===== config.mk =====
export PLATFORM = sky130hd
export DESIGN_NAME = ext_irq_cond
export DESIGN_NICKNAME = d
export VERILOG_FILES = /design/src/rtl/irq_cond_pkg.sv /design/src/rtl/irq_sync.sv /design/src/rtl/irq_maskable_path.sv /design/src/rtl/irq_nmi_path.sv /design/src/rtl/ext_irq_cond.sv
export SDC_FILE = /design/constraint.sdc
export NUM_CORES = 1
export LEC_CHECK = 0
export ABC_AREA = 1
export BUFFER_PORTS_ARGS = -buffer_cell sky130_fd_sc_hd__buf_2
export CAP_MARGIN = 5
export CORE_AREA = 3 3 40 42
export CTS_BUF_LIST = sky130_fd_sc_hd__clkbuf_16
export DETAILED_ROUTE_END_ITERATION = 12
export DIE_AREA = 0 0 43 45
export SYNTH_ARGS = -nofsm -noshare
export SYNTH_HDL_FRONTEND = slang
export SYNTH_SLANG_ARGS = --single-unit

===== constraint.sdc =====
create_clock -name clk -period 2.5 [get_ports clk]
set_input_delay 0.25 -clock clk [delete_from_list [all_inputs] [get_ports clk]]
set_output_delay 0.25 -clock clk [all_outputs]
set_load 0.01 [all_outputs]

===== src/rtl/irq_cond_pkg.sv =====
package irq_cond_pkg;
  typedef enum logic {
    TRIG_LEVEL = 1'b0,
    TRIG_FALL  = 1'b1
  } trig_mode_e;

  localparam int unsigned DEF_SYNC_STAGES = 2;
endpackage


===== src/rtl/irq_sync.sv =====
module irq_sync #(
  parameter int unsigned WIDTH  = 1,
  parameter int unsigned STAGES = 2,
  parameter logic [WIDTH-1:0] RST_VAL = '1
) (
  input  logic             clk,
  input  logic             rst,
  input  logic [WIDTH-1:0] d,
  output logic [WIDTH-1:0] q
);
  logic [WIDTH-1:0] chain [STAGES];

  for (genvar g = 0; g < STAGES; g++) begin : g_stage
    if (g == 0) begin : g_first
      always_ff @(posedge clk) begin
        if (rst) chain[g] <= RST_VAL;
        else     chain[g] <= d;
      end
    end else begin : g_next
      always_ff @(posedge clk) begin
        if (rst) chain[g] <= RST_VAL;
        else     chain[g] <= chain[g-1];
      end
    end
  end

  assign q = chain[STAGES-1];
endmodule


===== src/rtl/irq_maskable_path.sv =====
module irq_maskable_path
  import irq_cond_pkg::*;
(
  input  logic       clk,
  input  logic       rst,
  input  logic       pin_s,
  input  logic       en,
  input  trig_mode_e mode,
  input  logic       imask,
  input  logic       clr,
  output logic       req_q,
  output logic       active
);
  logic prev_q;
  logic pend_q;
  logic pend_d;
  logic fall;

  assign fall = prev_q & ~pin_s;

  always_comb begin
    pend_d = 1'b0;
    if (mode == TRIG_FALL && en) begin
      if (fall)          pend_d = 1'b1;
      else if (clr)      pend_d = 1'b0;
      else               pend_d = pend_q;
    end
  end

  assign active = en & ((mode == TRIG_FALL) ? pend_d : ~pin_s);

  always_ff @(posedge clk) begin
    if (rst) begin
      prev_q <= 1'b1;
      pend_q <= 1'b0;
      req_q  <= 1'b0;
    end else begin
      prev_q <= pin_s;
      pend_q <= pend_d;
      req_q  <= active & ~imask;
    end
  end
endmodule


===== src/rtl/irq_nmi_path.sv =====
module irq_nmi_path (
  input  logic clk,
  input  logic rst,
  input  logic pin_s,
  input  logic xmask,
  output logic req_q,
  output logic active
);
  logic unlocked_q;
  logic unlocked_d;

  assign unlocked_d = unlocked_q | ~xmask;
  assign active     = unlocked_d & ~pin_s;

  always_ff @(posedge clk) begin
    if (rst) begin
      unlocked_q <= 1'b0;
      req_q      <= 1'b0;
    end else begin
      unlocked_q <= unlocked_d;
      req_q      <= active;
    end
  end
endmodule


===== src/rtl/ext_irq_cond.sv =====
module ext_irq_cond
  import irq_cond_pkg::*;
#(
  parameter int unsigned SYNC_STAGES = DEF_SYNC_STAGES
) (
  input  logic clk,
  input  logic rst,
  input  logic irq_pin_n,
  input  logic nmi_pin_n,
  input  logic irq_en,
  input  logic irq_edge_mode,
  input  logic cpu_i_mask,
  input  logic cpu_x_mask,
  input  logic stop_mode,
  input  logic flag_clr,
  output logic irq_req,
  output logic nmi_req,
  output logic wake
);
  localparam int unsigned NPINS = 2;

  logic [NPINS-1:0] pins_raw;
  logic [NPINS-1:0] pins_s;
  logic             mk_active;
  logic             nmi_active;
  logic             wake_q;
  trig_mode_e       mode;

  assign pins_raw = {nmi_pin_n, irq_pin_n};
  assign mode     = trig_mode_e'(irq_edge_mode);

  irq_sync #(
    .WIDTH  (NPINS),
    .STAGES (SYNC_STAGES),
    .RST_VAL({NPINS{1'b1}})
  ) u_sync (
    .clk(clk),
    .rst(rst),
    .d  (pins_raw),
    .q  (pins_s)
  );

  irq_maskable_path u_mk (
    .clk   (clk),
    .rst   (rst),
    .pin_s (pins_s[0]),
    .en    (irq_en),
    .mode  (mode),
    .imask (cpu_i_mask),
    .clr   (flag_clr),
    .req_q (irq_req),
    .active(mk_active)
  );

  irq_nmi_path u_nmi (
    .clk   (clk),
    .rst   (rst),
    .pin_s (pins_s[1]),
    .xmask (cpu_x_mask),
    .req_q (nmi_req),
    .active(nmi_active)
  );

  always_ff @(posedge clk) begin
    if (rst) wake_q <= 1'b0;
    else     wake_q <= stop_mode & (mk_active | nmi_active);
  end

  assign wake = wake_q;
endmodule


==> results of run 1 <==
-- registers in the layout, indices dropped and copies added (netlist names) --
register	cells
wake	1
u_mk.prev_q	1
u_nmi.unlocked_q	1
u_mk.pend_q	1
u_mk.req_q	1
u_sync.chain	4
u_nmi.req_q	1
-- kinds of logic after synthesis --
| group | count (synthesis) | share of synthesized area [%] |
|---|---|---|
| AOI/OAI and AO/OA | 2 | 4.76 |
| buffers and inverters | 7 | 9.89 |
| DFF | 10 | 58.6 |
| and+or+nand+nor | 20 | 26.7 |
-- area by class of cell --
class / count / area (um2) / area share [%]
repair buffers: 12 / 60.1 / 12.3
flip-flops and latches: 10 / 200 / 41.0
well taps: 15 / 18.8 / 3.85
multi-input cells: 22 / 108 / 22.1
inverters: 6 / 22.5 / 4.62
clock inverters: 1 / 3.75 / 0.769
clock buffers: 3 / 75.1 / 15.4
-- worst min path at each step --
stage	endpoint	startpoint	slack [ps]
after floorplan	u_sync.chain[0][0]	irq_pin_n	350
after CTS	u_sync.chain[0][0]	irq_pin_n	190
after global placement	u_sync.chain[1][1]	u_sync.chain[0][1]	390
final	u_sync.chain[0][0]	irq_pin_n	200
after detailed placement	u_sync.chain[1][1]	u_sync.chain[0][1]	400
after global routing	u_sync.chain[0][1]	nmi_pin_n	200
-- cell usage in the layout (no fill, tap or decap), drive strengths merged --
master / Yosys / routed
inv: 6 / 6
o21bai: 1 / 1
nand2: 7 / 7
clkinv: 0 / 1
nor2: 6 / 6
or2: 6 / 6
dfxtp: 10 / 10
a21oi: 1 / 1
clkbuf: 0 / 3
nand3: 1 / 1
buf: 1 / 12
-- power breakdown --
part | internal, W | leakage (nW) | switching [W]
clock network | 0.000209 | 0.0385 | 0.0000681
registers | 0.000166 | 0.0821 | 0.00000172
logic | 0.0000104 | 0.140 | 0.00000884
-- stage by stage --
step | hold WS (ps) | std cells | instance area [um2] | worst slack [ps] | power (W)
after floorplan | 347 | 39 | 342 | 1710 | 0.000182
after global placement | 392 | 65 | 409 | 1660 | 0.000189
after detailed placement | 398 | 65 | 409 | 1650 | 0.000190
after CTS | 194 | 69 | 488 | 1590 | 0.000472
after global routing | 199 | 69 | 488 | 1580 | 0.000484
final | 198 | 69 | 488 | 1600 | 0.000464
-- layer usage --
metal  global-route usage (%)  routed length, um
met1                     5.41                219
met2                     7.49                246
met3                     5.98                 55
met4                     3.61                  0
met5                        0                  0
==> results.txt, run 1 <==
----------------------------------------------------
[STA]
  Final period demand of the worst path ... 897 ps
  Max Slew Vio Count ... 0
  Fmax achieved ... 1.11 GHz
  Clock Skew ... 3.89 ps
  Fin Setup TNS ... 0 ps
  RSZ-0062 raised after global routing ... no
  Portion of the clock cycle consumed by the worst path in the final layout ... 35.9%
  Setup Viol. Count Final ... 0
  Worst slew pin tran ... 164 ps
  Worst relative slew slack ... 89.0%
  Number of endpoints with negative hold slack in the final report ... 0

[Worst setup path]
  Data required time of the critical path ... 2250 ps
  Endpoint class of the critical path ... output port
  Endpoint of the most critical setup path ... nmi_req
  Critical path launch point type ... flip-flop
  Worst Path Class, Setup ... flip-flop to output port
  Buf+Inv Stages, Crit Path ... 1
  Worst setup startpoint ... u_nmi.req_q
  CP Max Fanout ... 1
  Cell-by-cell listing of the critical path ... buf_2
  Kind of cell adding the most delay to the critical path ... flip-flops
  Flop2flop setup slack ... 1660 ps
  CP Depth ... 1
  Delay of the slowest cell on the worst path ... 300 ps
  Worst r2r src ... u_sync.chain[1][0]
  Crit path arrival time ... 650 ps
  Cell with the largest stage delay on the worst path ... sky130_fd_sc_hd__dfxtp_1
  RR Endpoint ... wake
  Worst reg-to-reg path cell count ... 7

[Cells and area]
  Final core utilization ... 38.0%
  Number of fill cells ... 129
  Total Nets Final ... 65
  Area overhead of the layout relative to synthesis ... 42.9%
  Antenna diode count ... 0
  Proportion of layout cells with a drive suffix above 1 ... 35.2%

[Worst hold path]
  Hold Path Depth ... 2
  Worst hold path class ... input port to flip-flop

[Route]
  Via/cell ratio ... 3.75
  Residual DRC count ... 0
  Post-detailed-route count of antenna-violating nets ... 0
  Iteration-0 DRC count of the detailed router ... 5
  Pre-Repair DR Iteration Count ... 4
  Wirelength per Cell ... 7.55 um
  Sum of routed wire length over all layers ... 521 um
  Count of vias placed by the detailed router ... 259

[Synth]
  Post-Synthesis Cell Area ... 342 um2
  Cell variety after synth ... 11
  Register area share after synthesis ... 58.6%
  Avg Synthesized Cell Area ... 8.76 um2
  Number of nets in the synthesized netlist ... 49
  Number of synthesized register bits ... 10
  Cell accounting for the most synthesized area ... sky130_fd_sc_hd__dfxtp_1
  Most used standard cell by instance count after synthesis ... sky130_fd_sc_hd__dfxtp_1
  Async S/R FF share, synth ... 0%
  Fraction of post-synthesis cell area in the top cell type by area ... 58.6%
  Total of warnings raised by yosys ... 0
  Flip-flop cell with the highest count after synthesis ... sky130_fd_sc_hd__dfxtp_1
  Top post-synthesis cells by count ... sky130_fd_sc_hd__dfxtp_1 (10), sky130_fd_sc_hd__nand2_1 (7), sky130_fd_sc_hd__inv_1 (6), sky130_fd_sc_hd__nor2_1 (6), sky130_fd_sc_hd__or2_2 (3)
  EDFF count, synth ... 0
  Leading post-synthesis cells by cell area ... sky130_fd_sc_hd__dfxtp_1 (59%), sky130_fd_sc_hd__nand2_1 (7.7%), sky130_fd_sc_hd__inv_1 (6.6%)
  Gate Count Post-Synth ... 39

[Clocking]
  Clock-pin slew of the registers on the worst-case setup and hold paths ... 40 ps
  Root buf cell ... sky130_fd_sc_hd__clkbuf_16
  Clock buffers created by TritonCTS ... 3
  Count of H-tree levels built during CTS ... 1
  Maximum count of clock buffers along a single path ... 2
  Count of clock tree sinks ... 10
  Post-CTS Setup Inserts ... 0
  Post_cts resized ... 0
  Clk_lat worst skew ... 230 ps
  Number of hold-repair buffers added at the cts stage ... 0
  TritonCTS clock tree ... yes

[Place]
  Number of buffers added on ports ... 12
  HPWL after DPL ... 392 um
  Weighted congestion at the end of routability-driven global placement ... 0.626

[Global route]
  GRT Resource Usage Total ... 5.70%
  Largest net degree at the start of global routing ... 11
  Number of global-route vias before repair ... 185
  Overflow left after global routing ... 0
  Wire length of the first global-routing pass ... 703 um
  Antenna violations before repair ... 0

[Die]
  Starting density of the core ... 26.6%
  Boundary Pins ... 13
  Die Area ... 0.00194 mm2
  Height of the die ... 45 um
  Width of the die ... 43 um
  Core area ... 0.00128 mm2
  Floorplan row count ... 13

[Power]
  VDD IR-drop max ... 0.648 mV
  Leakage power ... 0.260 nW
  Power density cells ... 951 mW/mm2

[Run]
  Max Cap Violations ... 0

[Outcome]
  Result of the run ... complete, no violations

----------------------------------------------------
No activity file was read; power rests on OpenSTA's default activity.
==> inputs of run 2 (changes only) <==
clock period = 0.8 ns   (was 2.5 ns; I/O delays follow)
==> run 2 against run 1 <==
Count of clock-buffer cells in the layout unchanged; largest power group unchanged; first-iteration DRC count down 100%; highest routed layer unchanged; sequential cell count unchanged; wire length up 2.1%.
==> results.txt, run 2 (same netlist as run 1, synthesis figures left out) <==
----------------------------------------------------
[Cells and area]
  Register with the most flip-flops ... u_sync.chain
  Area overhead of the layout relative to synthesis ... 47.3%
  Non-filler instance count after layout ... 70
  Commonest non-fill, non-tap cells in the layout ... sky130_fd_sc_hd__buf_2 (12), sky130_fd_sc_hd__dfxtp_1 (9), sky130_fd_sc_hd__inv_1 (6), sky130_fd_sc_hd__nor2_1 (6), sky130_fd_sc_hd__nand2_1 (6)
  Antenna diode count ... 0
  Proportion of layout cells with a drive suffix above 1 ... 40.0%
  Number of flip-flops in the largest register ... 4
  Leading cell type in the layout, fill and taps excluded ... sky130_fd_sc_hd__buf_2
  Number of fill cells ... 133
  Total Nets Final ... 66

[Die]
  Width of the die ... 43 um
  Core area ... 0.00128 mm2
  Boundary Pins ... 13
  Die Area ... 0.00194 mm2
  Starting density of the core ... 26.6%
  Height of the die ... 45 um
  Floorplan row count ... 13

[Global route]
  Antenna violations before repair ... 0
  Number of global-route vias before repair ... 216
  Overflow left after global routing ... 0
  GRT Resource Usage Total ... 6.78%
  Largest net degree at the start of global routing ... 11
  Wire length of the first global-routing pass ... 834 um

[Worst setup path]
  CP Max Fanout ... 3
  Worst Path Class, Setup ... flip-flop to flip-flop
  Critical path launch point type ... flip-flop
  Endpoint class of the critical path ... flip-flop
  Data required time of the critical path ... 930 ps
  Crit path arrival time ... 920 ps

[Clocking]
  Clk_lat worst skew ... 230 ps
  Clock buffers created by TritonCTS ... 3
  Count of H-tree levels built during CTS ... 1
  Number of hold-repair buffers added at the cts stage ... 0
  Root buf cell ... sky130_fd_sc_hd__clkbuf_16
  Clock-pin slew of the registers on the worst-case setup and hold paths ... 40 ps
  Count of clock tree sinks ... 10
  TritonCTS clock tree ... yes
  Maximum count of clock buffers along a single path ... 2
  Post-CTS Setup Inserts ... 0

[Power]
  VDD IR-drop max ... 1.91 mV
  Leakage power ... 0.267 nW
  Clock network fraction of total power ... 59.8%
  Power share of the sequential group ... 35.9%
  Power density cells ... 2900 mW/mm2
  Internal power ... 0.00121 W
  Switching part of the total ... 17.3%
  Net Switching ... 0.000252 W
  Part of the power in combinational logic ... 4.3%

[Run]
  Max Cap Violations ... 0

[Place]
  Number of buffers added on ports ... 12
  Total placed cells including tap cells ... 66
  HPWL after DPL ... 412 um
  Weighted congestion at the end of routability-driven global placement ... 0.629
  Pre-CTS setup slack ... -20.2 ps

[Route]
  Residual DRC count ... 0
  Via/cell ratio ... 3.77
  Wirelength per Cell ... 7.60 um
  Iteration-0 DRC count of the detailed router ... 0
  Sum of routed wire length over all layers ... 532 um
  Count of vias placed by the detailed router ... 264
  Post-detailed-route count of antenna-violating nets ... 0
  Pre-Repair DR Iteration Count ... 1

[Worst hold path]
  Worst hold path class ... input port to flip-flop

[STA]
  Final period demand of the worst path ... 785 ps
  Portion of the clock cycle consumed by the worst path in the final layout ... 98.2%
  Worst slew pin tran ... 162 ps
  Clock Skew ... 1.00 ps
  Min Hold Slack ... 24.4 ps
  Fmax achieved ... 1.27 GHz
  Setup Viol. Count Final ... 0
  Setup ws final ... 14.8 ps
  RSZ-0062 raised after global routing ... yes
  Number of endpoints with negative hold slack in the final report ... 0
  Max Slew Vio Count ... 0
  Worst relative slew slack ... 89.2%

[Outcome]
  Result of the run ... complete, no violations

----------------------------------------------------
## run 2: cell count changes in the layout (fill, tap and decap cells not counted)
cell / previous run / this run
sky130_fd_sc_hd__dfxtp_1: 10 / 9
sky130_fd_sc_hd__buf_6: 0 / 1
sky130_fd_sc_hd__nand2_1: 7 / 6
sky130_fd_sc_hd__nand2_2: 0 / 1
sky130_fd_sc_hd__dfxtp_2: 0 / 1
## run 2: what timing repair did
action,4_1_cts,5_1_grt
cloned,0,0
hold endpoints to repair,0,0
setup endpoints to repair,2,2
pin swaps,1,1
resized for setup,3,0
## run 2: final cells by class
| type | count | area (um2) | share of cell area, % |
|---|---|---|---|
| repair buffers | 13 | 71.3 | 14.2 |
| inverters | 6 | 22.5 | 4.48 |
| multi-input cells | 22 | 110 | 21.9 |
| flip-flops and latches | 10 | 201 | 40.0 |
| clock inverters | 1 | 3.75 | 0.746 |
| well taps | 15 | 18.8 | 3.73 |
| clock buffers | 3 | 75.1 | 14.9 |
## run 2: path summary, 6_finish.rpt
kind / start / endpoint / slack [ps] / cells past startpoint
worst max-delay path: u_sync.chain[1][0] / wake / 10 / 7
worst min-delay path: irq_pin_n / u_sync.chain[0][0] / 20 / 2
worst max register to register: u_sync.chain[1][0] / wake / 10 / 7
worst min register to register: u_sync.chain[0][1] / u_sync.chain[1][1] / 400 / 1
## run 2: critical path, cell delays in order, from the launching register on
cell                      delay, ps
sky130_fd_sc_hd__dfxtp_2        330
sky130_fd_sc_hd__inv_1           40
sky130_fd_sc_hd__nand2_1         40
sky130_fd_sc_hd__nand2_1         50
sky130_fd_sc_hd__nand2_2         70
sky130_fd_sc_hd__nand3_1         60
sky130_fd_sc_hd__nand2_1         60
sky130_fd_sc_hd__inv_1           30
## run 2: per-stage QoR
stage	total power, W	utilization (%)	area, um2	setup TNS, ps
after global placement	0.000593	32.4	417	-11.6
after global routing	0.00153	39.1	503	-77.1
after CTS	0.00149	39.1	503	0
after floorplan	0.000568	-	342	0
final	0.00146	39.1	503	0
after detailed placement	0.000594	32.4	417	-35.4
## run 2: power by group through the flow
stage | combinational, W | sequential, W | clock (W)
3_3_place_gp | 0.0000612 | 0.000531 | 0
6_report | 0.0000622 | 0.000524 | 0.000872
3_5_place_dp | 0.0000623 | 0.000532 | 0
4_1_cts | 0.0000642 | 0.000524 | 0.000899
5_1_grt | 0.0000717 | 0.000525 | 0.000932
2_1_floorplan | 0.0000359 | 0.000533 | 0
## run 2: per-layer routing
layer | global-route usage (%) | part of all wire [%] | routed length [um] | vias to the layer above
met4 | 3.61 | 0 | 0 | 0
met5 | 0 | 0 | 0 | -
met3 | 7.97 | 13 | 71 | 0
met2 | 9.28 | 44 | 236 | 11
li1 | - | - | - | 145
met1 | 5.88 | 42 | 224 | 108
==> inputs of run 3 (changes only) <==
ABC_AREA = unset   (was 1)
CORE_AREA = 4 4 41 43   (was 3 3 40 42)
DIE_AREA = 0 0 45 47   (was 0 0 43 45)
TNS_END_PERCENT = 1   (was unset)
==> run 3 against run 2 <==
The flow now finishes with violations (setup timing); synthesized area down 0.73%; first-iteration DRC count stayed put; wire length rose by 1.1%; clock power barely moved; global-route usage shrank 0.42 points; synthesized cell count decreased by 23%; setup slack got worse by 64 ps; maximum frequency shrank 7.5%; sequential power about the same; critical path type unchanged.
==> results.txt, run 3 <==
----------------------------------------------------
[Place]
  Number of buffers added on ports ... 12
  Weighted congestion at the end of routability-driven global placement ... 0.630
  HPWL after DPL ... 388 um
  Total placed cells including tap cells ... 57

[Route]
  Sum of routed wire length over all layers ... 538 um
  Topmost layer with routed signal wires ... met3
  Wirelength per Cell ... 8.68 um
  Met1 routed wirelength after detailed routing ... 246 um
  Count of vias placed by the detailed router ... 237
  Post-detailed-route count of antenna-violating nets ... 0
  Pre-Repair DR Iteration Count ... 1
  Via/cell ratio ... 3.82
  Length of routed met3 wiring ... 66 um
  Met2 layer wire length in the routed design ... 225 um
  Iteration-0 DRC count of the detailed router ... 0
  Residual DRC count ... 0

[Global route]
  Antenna violations before repair ... 0
  Overflow left after global routing ... 0
  Wire length of the first global-routing pass ... 883 um
  GRT Resource Usage Total ... 6.36%
  Number of global-route vias before repair ... 229
  Largest net degree at the start of global routing ... 11

[Die]
  Floorplan row count ... 13
  Die Area ... 0.00212 mm2
  Starting density of the core ... 26.1%
  Width of the die ... 45 um
  Height of the die ... 47 um
  Core area ... 0.00130 mm2
  Boundary Pins ... 13

[Cells and area]
  Non-filler instance count after layout ... 62
  Final core utilization ... 39.4%
  Total Nets Final ... 58
  Antenna diode count ... 0
  Leading cell type in the layout, fill and taps excluded ... sky130_fd_sc_hd__buf_2
  Commonest non-fill, non-tap cells in the layout ... sky130_fd_sc_hd__buf_2 (12), sky130_fd_sc_hd__dfxtp_1 (9), sky130_fd_sc_hd__or2_2 (5)
  Proportion of layout cells with a drive suffix above 1 ... 55.3%
  Register with the most flip-flops ... u_sync.chain
  Area overhead of the layout relative to synthesis ... 51.3%
  Number of flip-flops in the largest register ... 4

[Worst setup path]
  Critical path launch point type ... flip-flop
  CP Max Fanout ... 3
  Worst Path Class, Setup ... flip-flop to flip-flop
  Data required time of the critical path ... 970 ps
  Crit path arrival time ... 1010 ps
  Endpoint class of the critical path ... flip-flop

[Synth]
  Gate Count Post-Synth ... 30
  Flip-flop cell with the highest count after synthesis ... sky130_fd_sc_hd__dfxtp_1
  Number of synthesized register bits ... 10
  Leading post-synthesis cells by cell area ... sky130_fd_sc_hd__dfxtp_1 (59%), sky130_fd_sc_hd__or2_2 (9.2%), sky130_fd_sc_hd__o32ai_2 (4.8%)
  Number of nets in the synthesized netlist ... 40
  Register area share after synthesis ... 59.0%
  Post-Synthesis Cell Area ... 339 um2
  Total of warnings raised by yosys ... 0
  Fraction of post-synthesis cell area in the top cell type by area ... 59.0%
  Avg Synthesized Cell Area ... 11.3 um2
  Async S/R FF share, synth ... 0%
  EDFF count, synth ... 0
  Top post-synthesis cells by count ... sky130_fd_sc_hd__dfxtp_1 (10), sky130_fd_sc_hd__or2_2 (5), sky130_fd_sc_hd__inv_1 (2), sky130_fd_sc_hd__nand2b_1 (2), sky130_fd_sc_hd__nor2_1 (2)
  Cell accounting for the most synthesized area ... sky130_fd_sc_hd__dfxtp_1
  Cell variety after synth ... 14
  Most used standard cell by instance count after synthesis ... sky130_fd_sc_hd__dfxtp_1

[Outcome]
  Violations in the final reports ... setup timing
  Result of the run ... finished, violations left

[Power]
  VDD IR-drop max ... 1.90 mV
  Sum of internal, switching and leakage power ... 0.00147 W
  Power density cells ... 2860 mW/mm2
  Leakage power ... 0.241 nW

[Clocking]
  Count of clock tree sinks ... 10
  Count of H-tree levels built during CTS ... 1
  Post-CTS Setup Inserts ... 0
  Clk_lat worst skew ... 230 ps
  TritonCTS clock tree ... yes
  Post_cts resized ... 0
  Clock-pin slew of the registers on the worst-case setup and hold paths ... 40 ps
  Root buf cell ... sky130_fd_sc_hd__clkbuf_16
  Clock buffers created by TritonCTS ... 3
  Maximum count of clock buffers along a single path ... 2

[Worst hold path]
  Worst hold path class ... input port to flip-flop

[STA]
  Clock Skew ... 3.78 ps
  Setup Viol. Count Final ... 2
  Setup ws final ... -49.0 ps
  Min Hold Slack ... 29.4 ps
  Fmax achieved ... 1.18 GHz
  Final period demand of the worst path ... 849 ps
  RSZ-0062 raised after global routing ... yes
  Portion of the clock cycle consumed by the worst path in the final layout ... 106%
  Worst slew pin tran ... 218 ps
  Worst relative slew slack ... 85.5%
  Number of endpoints with negative hold slack in the final report ... 0
  Max Slew Vio Count ... 0

[Run]
  Max Cap Violations ... 0

----------------------------------------------------
run 3: changes by cell type after synthesis, moves of 2 or more:
cell / delta
sky130_fd_sc_hd__nand2_1: -6
sky130_fd_sc_hd__inv_1: -4
sky130_fd_sc_hd__nor2_1: -4
sky130_fd_sc_hd__nand2b_1: +2
sky130_fd_sc_hd__or2_1: -2
sky130_fd_sc_hd__or2_2: +2
run 3: final cells by class:
class | count | area [um2]
clock buffer | 3 | 75.1
clock inverter | 1 | 3.75
fill | 134 | 788
inverter | 2 | 7.51
multi-input combinational | 17 | 129
sequential | 10 | 201
tap | 15 | 18.8
timing repair buffer | 14 | 77.6
run 3: worst max-delay path, stage by stage, from the launching register on:
cell                      delay (ps)
sky130_fd_sc_hd__dfxtp_1         320
sky130_fd_sc_hd__o32ai_2         280
sky130_fd_sc_hd__nor3b_2         180
run 3: stage by stage:
stage,TNS (ps),setup WS (ps),area [um2]
global route,-184,-111,513
global placement,-39.6,-34.3,424
floorplan,-0.564,-0.564,343
detailed placement,-70.2,-49.2,424
finish,-65.8,-49.0,513
CTS,-86.7,-59.2,503
run 3: per-layer routing:
layer	global-route usage (%)	up-vias
met5	0	-
met4	1.75	0
met3	6.90	0
li1	-	131
met2	9.04	10
met1	6.25	96
run 3: where the power goes:
group | switching [W] | leakage (nW) | internal (W)
logic | 0.0000266 | 0.121 | 0.0000444
clock network | 0.000218 | 0.0385 | 0.000654
registers | 0.00000654 | 0.0817 | 0.000519
run 3: cell families after synthesis:
logic type | Yosys count | synth area share [%]
flops | 10 | 59.0
compound gates | 3 | 9.97
buf+inv | 3 | 3.69
simple gates | 14 | 27.3
run 3: worst paths after layout:
check / start / endpoint / slack, ps / cells past startpoint
max: u_sync.chain[1][0] / u_mk.req_q / -50 / 2
min: nmi_pin_n / u_sync.chain[0][1] / 30 / 2
max reg2reg: u_sync.chain[1][0] / u_mk.req_q / -50 / 2
min reg2reg: u_sync.chain[0][0] / u_sync.chain[1][0] / 400 / 1
run 3: timing repair:
item	CTS	global route
setup endpoints to repair	2	3
pin swaps	0	0
hold buffers	0	1
hold endpoints to repair	0	1
